**config.mk**
```make
export PLATFORM = sky130hd
export DESIGN_NAME = led_stretch_top
export DESIGN_NICKNAME = d
export VERILOG_FILES = /design/src/rtl/led_pkg.sv /design/src/rtl/led_tick_gen.sv /design/src/rtl/led_cfg_regs.sv /design/src/rtl/led_status_sync.sv /design/src/rtl/led_stretcher.sv /design/src/rtl/led_stretch_top.sv
export SDC_FILE = /design/constraint.sdc
export NUM_CORES = 1
export LEC_CHECK = 0
export ABC_CLOCK_PERIOD_IN_PS = 2500
export BUFFER_PORTS_ARGS = -buffer_cell sky130_fd_sc_hd__clkbuf_2
export CAP_MARGIN = 20
export CORE_MARGIN = 2
export CORE_UTILIZATION = 45
export CTS_CLUSTER_SIZE = 40
export DETAILED_ROUTE_END_ITERATION = 8
export RECOVER_POWER = 50
export SYNTH_ARGS = -nofsm -noshare
export SYNTH_HDL_FRONTEND = slang
export SYNTH_HIERARCHICAL = 1
export SYNTH_SLANG_ARGS = --single-unit
```
**constraint.sdc**
```tcl
create_clock -name clk -period 2.5 [get_ports clk]
set_input_delay 0.5 -clock clk [delete_from_list [all_inputs] [get_ports clk]]
set_output_delay 0.5 -clock clk [all_outputs]
set_load 0.03 [all_outputs]
```
**src/rtl/led_pkg.sv**
```systemverilog
package led_pkg;
  localparam int NUM_SRC = 7;

  // status bit positions
  localparam int SRC_LINK  = 0;
  localparam int SRC_RXMAT = 1;
  localparam int SRC_TX    = 2;
  localparam int SRC_RXPOL = 3;
  localparam int SRC_RX    = 4;
  localparam int SRC_JAB   = 5;
  localparam int SRC_COLL  = 6;

  typedef struct packed {
    logic               act_high;
    logic [NUM_SRC-1:0] en;
  } led_cfg_t;

  localparam int CFG_W = $bits(led_cfg_t);

  function automatic led_cfg_t reset_cfg(input int idx);
    led_cfg_t c;
    c.act_high = 1'b0;
    c.en       = '0;
    case (idx)
      0: c.en[SRC_LINK]  = 1'b1;
      1: c.en[SRC_RX]    = 1'b1;
      2: c.en[SRC_RXPOL] = 1'b1;
      3: c.en[SRC_TX]    = 1'b1;
      default: c.en = '0;
    endcase
    return c;
  endfunction
endpackage

```
**src/rtl/led_tick_gen.sv**
```systemverilog
module led_tick_gen #(
  parameter int TICK_DIV = 5263158
) (
  input  logic clk,
  input  logic rst_n,
  output logic tick_o
);
  localparam int CNT_W = (TICK_DIV > 1) ? $clog2(TICK_DIV) : 1;
  localparam logic [CNT_W-1:0] LAST = CNT_W'(TICK_DIV - 1);

  logic [CNT_W-1:0] cnt_q;

  assign tick_o = (cnt_q == LAST);

  always_ff @(posedge clk or negedge rst_n) begin
    if (!rst_n)      cnt_q <= '0;
    else if (tick_o) cnt_q <= '0;
    else             cnt_q <= cnt_q + 1'b1;
  end

  // counter never leaves its range
  a_r7_count_range: assert property (@(posedge clk) disable iff (!rst_n)
    cnt_q <= LAST);

  generate
    if (TICK_DIV > 1) begin : g_gap
      // tick is a single-cycle pulse
      a_r7_tick_single: assert property (@(posedge clk) disable iff (!rst_n)
        tick_o |=> !tick_o);
    end
  endgenerate
endmodule

```
**src/rtl/led_cfg_regs.sv**
```systemverilog
module led_cfg_regs
  import led_pkg::*;
#(
  parameter int NUM_LEDS = 4,
  parameter int ADDR_W   = 2
) (
  input  logic                          clk,
  input  logic                          rst_n,
  input  logic                          we_i,
  input  logic [ADDR_W-1:0]             addr_i,
  input  logic [CFG_W-1:0]              wdata_i,
  output led_cfg_t [NUM_LEDS-1:0]       cfg_o
);
  led_cfg_t [NUM_LEDS-1:0] cfg_q;

  generate
    for (genvar i = 0; i < NUM_LEDS; i++) begin : g_reg
      always_ff @(posedge clk or negedge rst_n) begin
        if (!rst_n)
          cfg_q[i] <= reset_cfg(i);
        else if (we_i && (int'(addr_i) == i))
          cfg_q[i] <= led_cfg_t'(wdata_i);
      end
    end
  endgenerate

  assign cfg_o = cfg_q;

  // a write lands in the addressed channel
  a_r9_write_lands: assert property (@(posedge clk) disable iff (!rst_n)
    (we_i && int'(addr_i) < NUM_LEDS) |=> cfg_o[$past(addr_i)] == $past(wdata_i));

  // nothing changes without a write
  a_r9_hold_no_write: assert property (@(posedge clk) disable iff (!rst_n)
    !we_i |=> $stable(cfg_o));
endmodule

```
**src/rtl/led_status_sync.sv**
```systemverilog
module led_status_sync #(
  parameter int WIDTH  = 7,
  parameter int STAGES = 2
) (
  input  logic             clk,
  input  logic             rst_n,
  input  logic [WIDTH-1:0] d_i,
  output logic [WIDTH-1:0] q_o
);
  logic [WIDTH-1:0] stage_q [STAGES];

  always_ff @(posedge clk or negedge rst_n) begin
    if (!rst_n) begin
      for (int s = 0; s < STAGES; s++) stage_q[s] <= '0;
    end else begin
      stage_q[0] <= d_i;
      for (int s = 1; s < STAGES; s++) stage_q[s] <= stage_q[s-1];
    end
  end

  assign q_o = stage_q[STAGES-1];
endmodule

```
**src/rtl/led_stretcher.sv**
```systemverilog
module led_stretcher
  import led_pkg::*;
#(
  parameter int SR_BITS = 3
) (
  input  logic               clk,
  input  logic               rst_n,
  input  logic               tick_i,
  input  logic [NUM_SRC-1:0] status_i,
  input  led_cfg_t           cfg_i,
  output logic               led_o
);
  logic               event_w;
  logic [SR_BITS-1:0] sr_q;

  assign event_w = |(status_i & cfg_i.en);

  always_ff @(posedge clk or negedge rst_n) begin
    if (!rst_n)       sr_q <= '0;
    else if (event_w) sr_q <= '1;
    else if (tick_i)  sr_q <= {1'b0, sr_q[SR_BITS-1:1]};
  end

  assign led_o = cfg_i.act_high ? sr_q[0] : ~sr_q[0];

  // an event fills the register, tick or not
  a_r4_event_fills: assert property (@(posedge clk) disable iff (!rst_n)
    event_w |=> sr_q == '1);

  // drain by one place on a tick without an event
  a_r5_drain_step: assert property (@(posedge clk) disable iff (!rst_n)
    (!event_w && tick_i) |=> sr_q == ($past(sr_q) >> 1));

  // hold between ticks
  a_r5_hold: assert property (@(posedge clk) disable iff (!rst_n)
    (!event_w && !tick_i) |=> $stable(sr_q));

  // contents are always a run of ones ending at the output bit
  a_r5_run_shape: assert property (@(posedge clk) disable iff (!rst_n)
    (sr_q & (sr_q + 1'b1)) == '0);
endmodule

```
**src/rtl/led_stretch_top.sv**
```systemverilog
module led_stretch_top
  import led_pkg::*;
#(
  parameter int NUM_LEDS = 4,
  parameter int TICK_DIV = 5263158,
  parameter int SR_BITS  = 3
) (
  input  logic                          clk,
  input  logic                          rst_n,
  input  logic [6:0]                    status_i,
  input  logic                          cfg_we,
  input  logic [$clog2(NUM_LEDS)-1:0]   cfg_addr,
  input  logic [7:0]                    cfg_wdata,
  output logic [NUM_LEDS-1:0]           led_o
);
  localparam int ADDR_W = $clog2(NUM_LEDS);

  logic                    tick_w;
  logic [NUM_SRC-1:0]      status_sync;
  led_cfg_t [NUM_LEDS-1:0] cfg_w;

  led_tick_gen #(.TICK_DIV(TICK_DIV)) u_tick (
    .clk(clk), .rst_n(rst_n), .tick_o(tick_w)
  );

  led_status_sync #(.WIDTH(NUM_SRC), .STAGES(2)) u_sync (
    .clk(clk), .rst_n(rst_n), .d_i(status_i), .q_o(status_sync)
  );

  led_cfg_regs #(.NUM_LEDS(NUM_LEDS), .ADDR_W(ADDR_W)) u_cfg (
    .clk(clk), .rst_n(rst_n), .we_i(cfg_we), .addr_i(cfg_addr),
    .wdata_i(cfg_wdata), .cfg_o(cfg_w)
  );

  generate
    for (genvar i = 0; i < NUM_LEDS; i++) begin : g_led
      led_stretcher #(.SR_BITS(SR_BITS)) u_str (
        .clk(clk), .rst_n(rst_n), .tick_i(tick_w),
        .status_i(status_sync), .cfg_i(cfg_w[i]), .led_o(led_o[i])
      );
    end
  endgenerate

  // a channel with an empty mask stays at its inactive level
  a_r1_empty_mask_dark: assert property (@(posedge clk) disable iff (!rst_n)
    (cfg_w[0].en == '0 && $past(cfg_w[0].en) == '0 && $past(cfg_w[0].en, 2) == '0
     && $past(cfg_w[0].en, 3) == '0 && $past(cfg_w[0].en, 4) == '0 && !$past(led_o[0] ^ !cfg_w[0].act_high))
    |-> (led_o[0] == !cfg_w[0].act_high) || $past(cfg_w[0].act_high) != cfg_w[0].act_high);
endmodule

```
# ---- After elaboration in Yosys (flattened, before gate mapping)
# Cells that the tools add are included.
dict set report totals {
  ff_bits 81
  latch_bits 0
  mem_bits_rw 0
  rom_bits 0
  input_bits 20
  out_inout_bits 4
  word_cells 54
  n_memories 0
}
dict set report op_classes {
  add_sub_neg 1
  n_mul 0
  div_mod_pow 0
  order_cmp 0
  eq_ne 4
  shift 0
  muxes 13
  bitwise_logic 8
  reduce_logical 13
}
# cell n
set op_table {}
lappend op_table {{$and 7x7->7} 4}
lappend op_table {{$reduce_or 7->1} 4}
lappend op_table {{$mux 3} 8}
lappend op_table {{$add 23x1->23 const B} 1}
lappend op_table {{$eq 23x23->1 const B} 1}
lappend op_table {{$mux 23} 1}
lappend op_table {{$reduce_bool 2->1} 4}
lappend op_table {{$eq 2x2->1 const B} 2}
lappend op_table {{$logic_and 1x1->1} 4}
lappend op_table {{$mux 1} 4}
lappend op_table {{$not 1->1} 4}
lappend op_table {{$eq 2x1->1 const B} 1}
lappend op_table {{$logic_not 2->1} 1}

# ---- Logic depth before layout (Yosys ltp)
dict set report logic_depth {
  word_depth 3
  depth_mapped 8
  ltp_nobuf 7
}

# ---- Cells and area by module
# Netlist, hierarchy kept.
# module instances cells_each area_per_inst_um2 seq_area_each_um2
set by_module_without_submodules {}
lappend by_module_without_submodules {led_cfg_regs 1 68 1217.4 805.8}
lappend by_module_without_submodules {led_tick_gen 1 117 1192.4 575.6}
lappend by_module_without_submodules {led_stretcher 4 13 153.9 75.1}
lappend by_module_without_submodules {led_status_sync 1 21 402.9 350.3}

# ---- Least setup slack after synthesis
# Ideal clock, no wire load.
dict set report synth_timing {
  path_kind {reg-to-reg}
  start {register u_tick.cnt_q[1]}
  end {register g_led[0].u_str.sr_q[0]}
  setup_ns 0.152
  arrival_ns 1.826
  required_time_ns 2.348
  setup_slack_ns 0.521
  path_stages_with_launch 9
  path_buffers 1
  period_less_slack_ns 1.979
  cell_sequence {dfrtp_1 > inv_1 > ha_1 > nor4b_1 > nand4_1 > and4bb_2 > buf_2 > mux2i_1 > nand4_1}
}
dict set report synth_via {
  elab_chain_len 2
}
# element line
set synth_lines {}
lappend synth_lines {{from (decl)} led_tick_gen.sv:11} ;# logic [CNT_W-1:0] cnt_q;
lappend synth_lines {{from (signal assigned)} led_tick_gen.sv:18} ;# else cnt_q <= cnt_q + 1'b1;
lappend synth_lines {{$eq 23x23->1} led_tick_gen.sv:13} ;# assign tick_o = (cnt_q == LAST);
lappend synth_lines {{named net tick_w} led_stretch_top.sv:18} ;# logic tick_w;
lappend synth_lines {{$reduce_bool 2->1 (no line)} -}
lappend synth_lines {{to (signal assigned)} led_stretcher.sv:21} ;# else if (tick_i) sr_q <= {1'b0, sr_q[SR_BITS-1:1]};
lappend synth_lines {{to (decl)} led_stretcher.sv:14} ;# logic [SR_BITS-1:0] sr_q;
# The timed path passes the listed nets, and every way through them passes these cells.
# A chain may end at the register's enable or synchronous reset.

# ---- Final worst setup path
dict set report layout_timing {
  start {register u_tick.cnt_q[1]}
  end {register g_led[3].u_str.sr_q[0]}
}
dict set report layout_via {
  elab_chain_len 2
}
# element line
set layout_lines {}
lappend layout_lines {{$eq 23x23->1} led_tick_gen.sv:13}
lappend layout_lines {{named net tick_w} led_stretch_top.sv:18}
lappend layout_lines {{$reduce_bool 2->1 (no line)} -}
lappend layout_lines {{to (signal assigned)} led_stretcher.sv:21}
lappend layout_lines {{to (decl)} led_stretcher.sv:14}
# The timed path passes the listed nets, and every way through them passes these cells.

==> impl_metrics.py <==
metrics = {
    "synthesis": {
        "yosys_warnings": 6,
        "syn-cell-area_um2": 3430,
        "syn_inst": 258,
        "synth-seq-cells": 81,
        "synth_top_area_frac": 0.562,
        "synth_cell_type_count": 36,
        "syn-num-nets": 280,
        "synth_area_leaders": "dfrtp_1, mux2_2, xnor2_1",
        "synth_area_per_cell_um2": 13.3,
        "synth_edf_count": 0,
        "async_flop_share": 1.00,
        "ys_seq_area_frac": 0.593,
        "ys.flop_type": "dfrtp_1",
        "synth_top_area_cell": "dfrtp_1",
    },
    "hold_path": {
        "hold_class": "in2reg",
        "hold_path_depth": 1,
        "holdPathEnd": "u_sync/stage_q[13]",
        "min-delay-start": "status_i[6]",
    },
    "worst_setup_path": {
        "worst-path-buf-inv": 1,
        "regToRegSetupSlack_ps": 400,
        "rr_startpoint": "u_tick/cnt_q[1]",
        "cpMaxStageDelayCell": "and4bb_2",
        "reg2reg_to": "g_led[3].u_str/sr_q[0]",
        "critPathMaxStageDelay_ps": 610,
        "r2r_cells": 7,
        "startpoint_type": "flip-flop",
        "crit_start": "u_tick/cnt_q[1]",
        "crit_required_ps": 2690,
        "cp_max_fo": 17,
        "cpMostUsedCell": "nand4_1",
        "crit_chain": "inv_1, ha_1, nor4b_1, nand4_1, and4bb_2, mux2i_1, nand4_1",
        "crit_arrival_ps": 2290,
        "criticalPathCategory": "reg2reg",
        "setup.worst_path.end_class": "flip-flop",
        "path_delay_family": "simple AND/OR/NAND/NOR gates",
    },
    "place": {
        "place_congestion": 0.841,
        "hpwl_um": 4410,
        "io_buffers": 23,
    },
    "power": {
        "ir_worst_vdd_mv": 0.387,
        "p_leak_nw": 1.62,
        "cellPowerDensity_nw_per_um2": 699,
        "finalPower_mw": 2.67,
    },
    "cells_and_area": {
        "area_delta_synth_final_pct": 11.2,
        "final_nets": 307,
        "utilization": 0.520,
        "fillCellCount": 639,
        "diodes": 0,
        "drive_gt1_frac": 0.290,
    },
    "clocking": {
        "tritoncts": "yes",
        "htreeDepth": 3,
        "clock_sinks": 81,
        "cts-root-buf": "clkbuf_8",
        "cts_buffers": 9,
        "clockBufferDepth": 2,
        "clk_pin_slew_worst_paths_ps": 80,
        "post-cts-setup-buffer-count": 0,
        "clock_latency_ps": 340,
        "cts_resized": 0,
        "cts_hold_buf": 0,
    },
    "floorplanning": {
        "die_area_um2": 8330,
        "num_rows": 31,
        "initial_core_util": 0.468,
        "die_y_um": 91.3,
        "fp.dieW_um": 91.3,
        "ios": 24,
        "core_area_um2": 7330,
    },
    "timing": {
        "final.setup_skew_ps": 14.6,
        "period_share": 0.842,
        "worst_pin_slew_ps": 1930,
        "hold_slack_ps": 259,
        "drv_slew": 35,
        "hold_violations": 0,
        "max_slew_margin": -0.290,
        "finalSetupViolations": 0,
        "final.min_clock_period_ps": 2100,
        "clock.fmax_mhz": 475,
        "rsz0062_at_grt": "no",
        "tns_ps": 0,
    },
    "route": {
        "wl_per_cell_um": 16.2,
        "drt-total-wl_um": 6310,
        "postRouteAntennaNets": 0,
        "vias": 2082,
        "firstDrtPassIters": 4,
        "initialDrtViolationCount": 85,
        "drc_errors": 0,
        "vias_per_cell": 5.35,
    },
    "grt": {
        "grt_pass1_wl_um": 10800,
        "grt_max_degree": 48,
        "track_usage": 0.170,
        "overflow": 0,
        "antenna_found_initial": 0,
        "grt_pass1_vias": 2186,
    },
    "run_status": {
        "violations": "max-capacitance violations, max-slew violations",
        "status": "complete, but fails checks",
    },
    "flow_run": {
        "cap_viol_max_count": 1,
    },
}
## power by group
part           total, mW  internal, mW  switching, mW
combinational      0.269         0.129          0.141
clock              0.906         0.458          0.448
sequential          1.49          1.43         0.0615
## how the worst max path moves through the flow
stage | endpoint | cells past startpoint
after CTS | g_led[3].u_str/sr_q[0] | 7
after global routing | g_led[2].u_str/sr_q[1] | 7
final | g_led[3].u_str/sr_q[0] | 7
after detailed placement | g_led[3].u_str/sr_q[0] | 7
after global placement | g_led[2].u_str/sr_q[0] | 7
after floorplan | g_led[0].u_str/sr_q[0] | 8
## layout by cell type, fill, tap and decap left out, drive strengths merged, types with 2 or more instances in the layout
cell	instances
dfstp	4
a222oi	4
nand3	9
nand3b	2
clkbuf	35
and3	2
o2111ai	4
a31oi	2
a22oi	8
nor3	5
mux2	32
nand4	17
dfrtp	77
nor4b	3
xor2	4
mux2i	9
nor2	20
inv	8
xnor2	18
ha	2
nand2	6
clkinv	3
nor4	7
buf	2
## metrics by stage
stage	setup WS (ps)	std cells	area, um^2
global route	180	389	3810
CTS	395	389	3820
global placement	473	373	3640
floorplan	521	258	3430
finish	395	389	3810
detailed placement	402	373	3640
## final cells by class
type / count / area, um^2 / area share
well taps: 99 / 124 / 0.0325
repair buffers: 25 / 141 / 0.0371
inverters: 8 / 30.0 / 0.00788
multi-input cells: 160 / 1310 / 0.342
flip-flops and latches: 81 / 2030 / 0.533
clock buffers: 12 / 135 / 0.0354
clock inverters: 4 / 45.0 / 0.0118
## per-layer routing
layer  part of all wire  track usage  vias up
met1               0.48        0.233     1046
met4              0.013       0.0846        0
li1                   -            -     1004
met5                  0            0        -
met2               0.48        0.257       27
met3              0.028       0.0349        5
## state kept, by name, indices dropped and copies added (netlist names)
| name | flops |
|---|---|
| u_tick/cnt_q | 23 |
| u_cfg/cfg_o | 32 |
| u_sync/q_o | 7 |
| u_sync/stage_q | 7 |
| g_led.u_str/sr_q | 12 |
## kinds of logic after synthesis
group | after synthesis | synth area share
compound gates | 20 | 0.0460
xor+xnor | 22 | 0.0562
fa+ha+maj | 2 | 0.00730
mux | 41 | 0.131
flops | 81 | 0.593
buf+inv | 17 | 0.0266
simple gates | 75 | 0.140
## synthesized netlist by cell type (all sizes together) (5+ instances only)
library cell,instances
buf,8
xnor2,18
nor4,7
nor3,5
mux2,32
a22oi,8
inv,8
nand2,6
nor2,20
dfrtp,77
nand4,17
mux2i,9
nand3,9
(Power assumes the default switching activity.)
